**config.mk**
```make
export PLATFORM = sky130hd
export DESIGN_NAME = serial_capture_shifter
export DESIGN_NICKNAME = d
export VERILOG_FILES = /design/src/rtl/scs_pkg.sv /design/src/rtl/scs_sync.sv /design/src/rtl/scs_divider.sv /design/src/rtl/scs_shifter.sv /design/src/rtl/serial_capture_shifter.sv
export SDC_FILE = /design/constraint.sdc
export NUM_CORES = 1
export LEC_CHECK = 0
export BUFFER_PORTS_ARGS = -buffer_cell sky130_fd_sc_hd__buf_2
export CAP_MARGIN = 5
export CORE_UTILIZATION = 45
export CTS_CLUSTER_DIAMETER = 50
export DETAILED_ROUTE_END_ITERATION = 6
export GPL_ROUTABILITY_DRIVEN = 0
export PLACE_DENSITY = 0.73
export SLEW_MARGIN = 20
export SYNTH_ARGS = -nofsm -noshare
export SYNTH_HDL_FRONTEND = slang
export SYNTH_SLANG_ARGS = --single-unit
export TNS_END_PERCENT = 100
```
**constraint.sdc**
```tcl
create_clock -name clk -period 1.3 [get_ports clk]
set_input_delay 0.13 -clock clk [delete_from_list [all_inputs] [get_ports clk]]
set_output_delay 0.13 -clock clk [all_outputs]
set_load 0.05 [all_outputs]
```
**src/rtl/scs_pkg.sv**
```systemverilog
package scs_pkg;
    localparam int WORD_W  = 28;
    localparam int DIV_W   = 4;
    localparam int SYNC_N  = 2;

    typedef enum logic [1:0] {
        MODE_DIRECT   = 2'b00,
        MODE_PARALLEL = 2'b01,
        MODE_SHIFT    = 2'b10,
        MODE_RSVD     = 2'b11
    } in_mode_e;

    typedef struct packed {
        logic [DIV_W-1:0] cnt;
    } div_state_t;

    typedef struct packed {
        logic [WORD_W-1:0] word;
        logic              start;
    } shf_state_t;
endpackage

```
**src/rtl/scs_sync.sv**
```systemverilog
module scs_sync #(
    parameter int STAGES = 2
) (
    input  logic clk,
    input  logic rst_n,
    input  logic pin_i,
    output logic pin_o
);
    logic [STAGES-1:0] chain_d, chain_q;

    generate
        if (STAGES == 1) begin : g_one
            always_comb chain_d = pin_i;
        end else begin : g_many
            always_comb chain_d = {chain_q[STAGES-2:0], pin_i};
        end
    endgenerate

    always_ff @(posedge clk or negedge rst_n) begin
        if (!rst_n) chain_q <= '0;
        else        chain_q <= chain_d;
    end

    assign pin_o = chain_q[STAGES-1];
endmodule

```
**src/rtl/scs_divider.sv**
```systemverilog
module scs_divider
    import scs_pkg::*;
#(
    parameter int DW = DIV_W
) (
    input  logic          clk,
    input  logic          rst_n,
    input  logic          active_i,
    input  logic [DW-1:0] div_i,
    output logic          tick_o
);
    typedef struct packed {
        logic [DW-1:0] cnt;
    } st_t;

    st_t st_d, st_q;
    logic at_end;

    always_comb begin
        st_d   = st_q;
        at_end = (st_q.cnt == div_i);
        tick_o = active_i && at_end;
        if (!active_i)   st_d.cnt = '0;
        else if (at_end) st_d.cnt = '0;
        else             st_d.cnt = st_q.cnt + 1'b1;
    end

    always_ff @(posedge clk or negedge rst_n) begin
        if (!rst_n) st_q <= '0;
        else        st_q <= st_d;
    end

    // an idle divider restarts from phase zero
    a_r2_idle_cnt: assert property (@(posedge clk) disable iff (!rst_n)
        !active_i |=> st_q.cnt == '0);

    // with a steady divider the phase never passes the limit
    a_r3_phase_bound: assert property (@(posedge clk) disable iff (!rst_n)
        (active_i && $stable(div_i) && st_q.cnt <= div_i) |=> st_q.cnt <= div_i);
endmodule

```
**src/rtl/scs_shifter.sv**
```systemverilog
module scs_shifter
    import scs_pkg::*;
#(
    parameter int WW = WORD_W
) (
    input  logic          clk,
    input  logic          rst_n,
    input  logic          tick_i,
    input  logic          clr_i,
    input  logic          bit_i,
    output logic [WW-1:0] word_o,
    output logic          start_o
);
    typedef struct packed {
        logic [WW-1:0] word;
        logic          start;
    } st_t;

    st_t st_d, st_q;

    always_comb begin
        st_d = st_q;
        if (clr_i) begin
            st_d.word  = '0;
            st_d.start = 1'b0;
        end else if (tick_i) begin
            st_d.word  = {st_q.word[WW-2:0], bit_i};
            st_d.start = st_q.start | bit_i;
        end
    end

    always_ff @(posedge clk or negedge rst_n) begin
        if (!rst_n) st_q <= '0;
        else        st_q <= st_d;
    end

    assign word_o  = st_q.word;
    assign start_o = st_q.start;

    // without tick or clear nothing moves
    a_r2_freeze: assert property (@(posedge clk) disable iff (!rst_n)
        (!tick_i && !clr_i) |=> ($stable(st_q.word) && $stable(st_q.start)));

    // bits move one place toward the top on a tick
    a_r5_shift_up: assert property (@(posedge clk) disable iff (!rst_n)
        (tick_i && !clr_i) |=> st_q.word[WW-1:1] == $past(st_q.word[WW-2:0]));

    // flag is sticky
    a_r7_sticky: assert property (@(posedge clk) disable iff (!rst_n)
        (st_q.start && !clr_i) |=> st_q.start);

    // flag only rises with a captured one
    a_r7_rise_cause: assert property (@(posedge clk) disable iff (!rst_n)
        $rose(st_q.start) |-> ($past(tick_i) && st_q.word[0]));

    // clear wins over everything
    a_r8_clear: assert property (@(posedge clk) disable iff (!rst_n)
        clr_i |=> (st_q.word == '0 && !st_q.start));
endmodule

```
**src/rtl/serial_capture_shifter.sv**
```systemverilog
module serial_capture_shifter
    import scs_pkg::*;
#(
    parameter int WW = WORD_W,
    parameter int DW = DIV_W,
    parameter int SN = SYNC_N
) (
    input  logic          clk,
    input  logic          rst_n,
    input  logic [1:0]    mode_i,
    input  logic [DW-1:0] div_i,
    input  logic          clr_i,
    input  logic          sdi_i,
    output logic [WW-1:0] word_o,
    output logic          start_o
);
    logic active;
    logic tick;
    logic pin_s;

    assign active = (mode_i == MODE_SHIFT);

    scs_sync #(.STAGES(SN)) u_sync (
        .clk   (clk),
        .rst_n (rst_n),
        .pin_i (sdi_i),
        .pin_o (pin_s)
    );

    scs_divider #(.DW(DW)) u_div (
        .clk      (clk),
        .rst_n    (rst_n),
        .active_i (active),
        .div_i    (div_i),
        .tick_o   (tick)
    );

    scs_shifter #(.WW(WW)) u_shf (
        .clk     (clk),
        .rst_n   (rst_n),
        .tick_i  (tick),
        .clr_i   (clr_i),
        .bit_i   (pin_s),
        .word_o  (word_o),
        .start_o (start_o)
    );

    // no tick outside shift-capture mode
    a_r2_no_tick_idle: assert property (@(posedge clk) disable iff (!rst_n)
        !active |-> !tick);
endmodule

```
# == After elaboration in Yosys (flattened, before gate mapping) ==
# Cells that the tools add are included.
# Widths: inputs -> output; s select.
# totals
register_bits,35
in_bits,10
output_inout_bits,29
wordCells,14
# op_classes
add_sub_neg,1
n_eq_ne,2
mux,4
bitwise_logic,1
n_reduce_logical,2
# ops
op,n
$mux 29,2
$mux 4,2
$add 4x1->4 const B,1
$eq 4x4->1,1
$eq 2x2->1 const B,1
$reduce_bool 2->1,1
$logic_and 1x1->1,1
$or 1x1->1,1

# == Logic depth before layout (Yosys ltp) ==
# depth
ltp_word,4
depth_mapped,5
mapped_depth_nobuf,4

# == Hierarchy ==
# A second synthesis with hierarchy kept.
# unflattened
hier_cells,115
area_unflattened_um2,1452.6
# modules_own_cells
mod,instances,cells_each,area_per_inst_um2,seq_area_each_um2
scs_shifter,1,93,1167.4,725.7
scs_divider,1,19,221.5,100.1
scs_sync,1,2,50.0,50.0
serial_capture_shifter,1,1,13.8,0.0

# == Worst setup path after synthesis ==
# Ideal clock, no wire load.
# synth_path
path_kind,register -> register
start,register u_div.st_q[2] (netlist name)
end,"register u_shf.st_q, in the netlist u_shf.word_o[10]"
setup_time_ns,0.079
arrival_time_ns,1.323
required_time_ns,1.221
slack_ns,-0.102
stages_incl_launch_ff,6
path_buffers,1
period_less_slack_ns,1.402
cell_sequence,dfrtp_1 > xnor2_2 > nand4_4 > nor2_8 > buf_12 > mux2i_1
# synth_between
elab_chain_cells,3
# synth_lines
element,line,source
from (decl),scs_divider.sv:16,"st_t st_d, st_q;"
from (signal assigned),scs_divider.sv:30,else st_q <= st_d;
$eq 4x4->1,scs_divider.sv:21,at_end = (st_q.cnt == div_i);
$logic_and 1x1->1,scs_divider.sv:22,tick_o = active_i && at_end;
$reduce_bool 2->1 (no line),n/a,
to (signal assigned),scs_shifter.sv:34,else st_q <= st_d;
to (decl),scs_shifter.sv:19,"st_t st_d, st_q;"
# No other way between the ends.
# A chain may end at the register's enable or synchronous reset.

# == Final worst setup path ==
# layout_path
start,register u_div.st_q[1] (netlist name)
end,"register u_shf.st_q, in the netlist u_shf.word_o[17]"
# The elaborated chain is that of the path after synthesis.

==> results.tsv <==
stage	metric	value	unit
route	DR pass1 iterations	4	
pwr	Worst VDD drop	0.583	mV
cts	TritonCTS clock tree	built	
synthesis	Yosys top cell area share	57.1	%
synthesis	Avg Inst Size Synth	13.0	um2
pwr	Clock power frac	38.8	%
synthesis	Synth Net Count	129	
floorplan	Starting Density	48.6	%
route	Initial DRC Count	74	
cts	clk root buf	clkbuf_4	
synthesis	Async SR Flop Fraction	100	%
synthesis	Main synth FF type	dfrtp_1	
floorplan	area of the core	0.00315	mm2
synthesis	FF+latch count, synth	35	
timing	Final Max Tran Viols	0	
cts	clock latency on the worst-skew pair	350	ps
pwr	Psw	465	uW
timing	crit path setup slack, layout	-167	ps
timing	maximum clock rate	0.682	GHz
critical_path	crit-path max FO	10	
floorplan	row count	20	
grt	largest net degree at the start of global routing	21	
critical_path	slowest CP cell	dfrtp_1	
synthesis	area leader, netlist	dfrtp_1	
run_status	failing checks	negative setup slack	
critical_path	CP Capture Type	register	
finish	Syn-to-layout area delta	31.1	%
place	Port Buffers	38	
critical_path	worst path bufs/invs	1	
run_status	status	finished, violations left	
finish	register area	876	um2
synthesis	post-synthesis cell count	118	
cts	clk buf depth	2	
critical_path	WS Path Type	register to register	
route	via count	1075	
timing	period utilization	113	%
pwr	Flop pwr share	54.3	%
route	Post-Route WL	3080	um
cts	clock-pin slew on the worst setup and hold paths	110	ps
timing	final setup violation count	30	
critical_path	Top delay family on crit path	flip-flops	
finish	fill count	260	
place	DP HPWL	2120	um
grt	initial antenna violation count	0	
cts	CTS buffer count	5	
route	wire length per cell	13.9	um
timing	Max-slew headroom	73.5	%
timing	min Tclk post-route	1470	ps
timing	unrepaired setup endpoints after global routing	true	
critical_path	CP arrival	1730	ps
place	placed cells	205	
finish	layout cells sized above 1	40.7	%
grt	first-pass GRT wire length	5170	um
synthesis	post-synthesis cell area	0.00153	mm2
critical_path	Largest stage delay, worst path	450	ps
finish	design area	0.00201	mm2
synthesis	most frequent cell after synthesis	dfrtp_1	
timing	Least-Margin Pin Slew	398	ps
timing	setup TNS	-3010	ps
floorplan	Ports	39	
route	drc violations	0	
pwr	Pwr Density	1010	mW/mm2
pwr	Internal	1.56	mW
floorplan	chip width	60.4	um
synthesis	warnings from Yosys	0	
finish	non-filler cells, final	221	
critical_path	WP data required	1570	ps
synthesis	synth cell count leaders	dfrtp_1, nand2_1, mux2i_1	
finish	multi-input logic area	602	um2
timing	clock skew	5.84	ps
synthesis	Seq/Total Area, Yosys	57.1	%
floorplan	full die area	0.00364	mm2
cts	H-tree Lvls	2	
grt	Tot GR Track Use	20.1	%
pwr	Comb pwr share	6.9	%
cts	clock sink count	35	
synthesis	synth top area cells	dfrtp_1, mux2i_1, nand2_1, xnor2_2, buf_12	
grt	total grt overflow	0	
min_path	Worst Hold Class	input pin to register	
synthesis	Cell variety after synth	24	
timing	Fin. Hold Viols	0	
grt	vias in the first global route	1113	
pwr	Leakage	1.01	nW
route	post-route ant nets	0	
critical_path	Critical Path Source Type	register	
critical_path	Cell Chain, Critical Path	xnor2_4, nand4_4, nor2_8, buf_12, mux2i_1	
place	placed cell areas	0.00184	mm2
place	post-placement setup slack	-139	ps
synthesis	number of flops mapped to enable cells by yosys	0	
job	Maximum Capacitance Violations	0	
route	Via density	4.86	
finish	Ant. Diodes	0	
pwr	Switching Share	22.9	%
floorplan	die height	60.4	um
finish	fin nets	187	
## state kept, by name (all words and copies together), names as in the netlist
name            count
u_shf.word_o       28
u_div.st_q          4
u_sync.chain_q      2
u_shf.start_o       1
## cell families (layout without fill, tap and decap cells)
logic type                 Yosys count  in the layout  share of synthesized area (%)
and+or+nand+nor                     40             40                           13.4
DFF                                 35             35                           57.1
muxes                               26             26                           17.0
buffers and inverters                7             66                           3.84
xor gates and xnor gates             6              6                           6.12
AOI/OAI and AO/OA                    3              3                           1.71
adders and majority gates            1              1                          0.816
## area by class of cell
class / instances / area share [%]
clock inverters: 3 / 2.18
inverters: 3 / 0.560
clock buffers: 5 / 1.87
repair buffers: 55 / 19.1
well taps: 44 / 2.74
multi-input cells: 76 / 30.0
flip-flops and latches: 35 / 43.6
## metal layers
metal / GRT usage, % / wire length (um) / vias up
met5: 0 / 0 / -
met4: 7.31 / 53 / 0
met3: 8.74 / 166 / 7
met2: 30.9 / 1520 / 30
met1: 25.4 / 1340 / 534
li1: - / - / 504
## power groups by stage
| stage | sequential, mW | clock [mW] | combinational, mW |
|---|---|---|---|
| after global placement | 1.12 | 0 | 0.126 |
| after CTS | 1.10 | 0.804 | 0.139 |
| final | 1.10 | 0.786 | 0.141 |
| after floorplan | 1.12 | 0 | 0.0609 |
| after global routing | 1.10 | 0.863 | 0.156 |
| after detailed placement | 1.12 | 0 | 0.130 |
## cell usage in the layout, fill, tap and decap left out, types with 2 or more instances in the layout
cell and count:
xnor2_2 3, o21ai_2 2, nand2_1 28, mux2i_1 25
buf_4 9, buf_12 3, dfrtp_1 35, inv_1 2
nor2_1 3, clkbuf_4 5, dlygate4sd3_1 3, buf_2 38
## path summary, 6_finish.rpt
check,startpoint,endpoint,slack [ps],depth (start not counted)
min in group asynchronous,rst_n,u_div.st_q[1],220,2
min reg2reg,u_sync.chain_q[0],u_sync.chain_q[1],370,0
min,mode_i[0],u_div.st_q[3],100,4
max in group asynchronous,rst_n,u_shf.word_o[8],650,3
max,u_div.st_q[1],u_shf.word_o[17],-170,5
max reg2reg,u_div.st_q[1],u_shf.word_o[17],-170,5
## per-stage QoR
step                utilization (%)  hold WS, ps  total power, mW
finish                         63.7          101             2.03
global route                   63.7         90.6             2.12
CTS                            62.5         78.3             2.04
detailed placement             58.2         74.4             1.25
global placement               58.2         64.1             1.25
floorplan                         -         -166             1.18
## tightest hold or removal path: cells and delay by family
kind	cells	cell delay, ps
buffers and inverters	1	90
AND/OR/NAND/NOR	3	200
## timing repair
item / in CTS / in global routing
hold buffers: 3 / 0
cloned: 0 / 1
setup buffers: 3 / 1
resized for setup: 0 / 2
pin swaps: 2 / 5
hold endpoints to repair: 29 / 0
endpoints found under the setup margin: 30 / 33
Note: power is estimated with default switching activity, not from simulation.
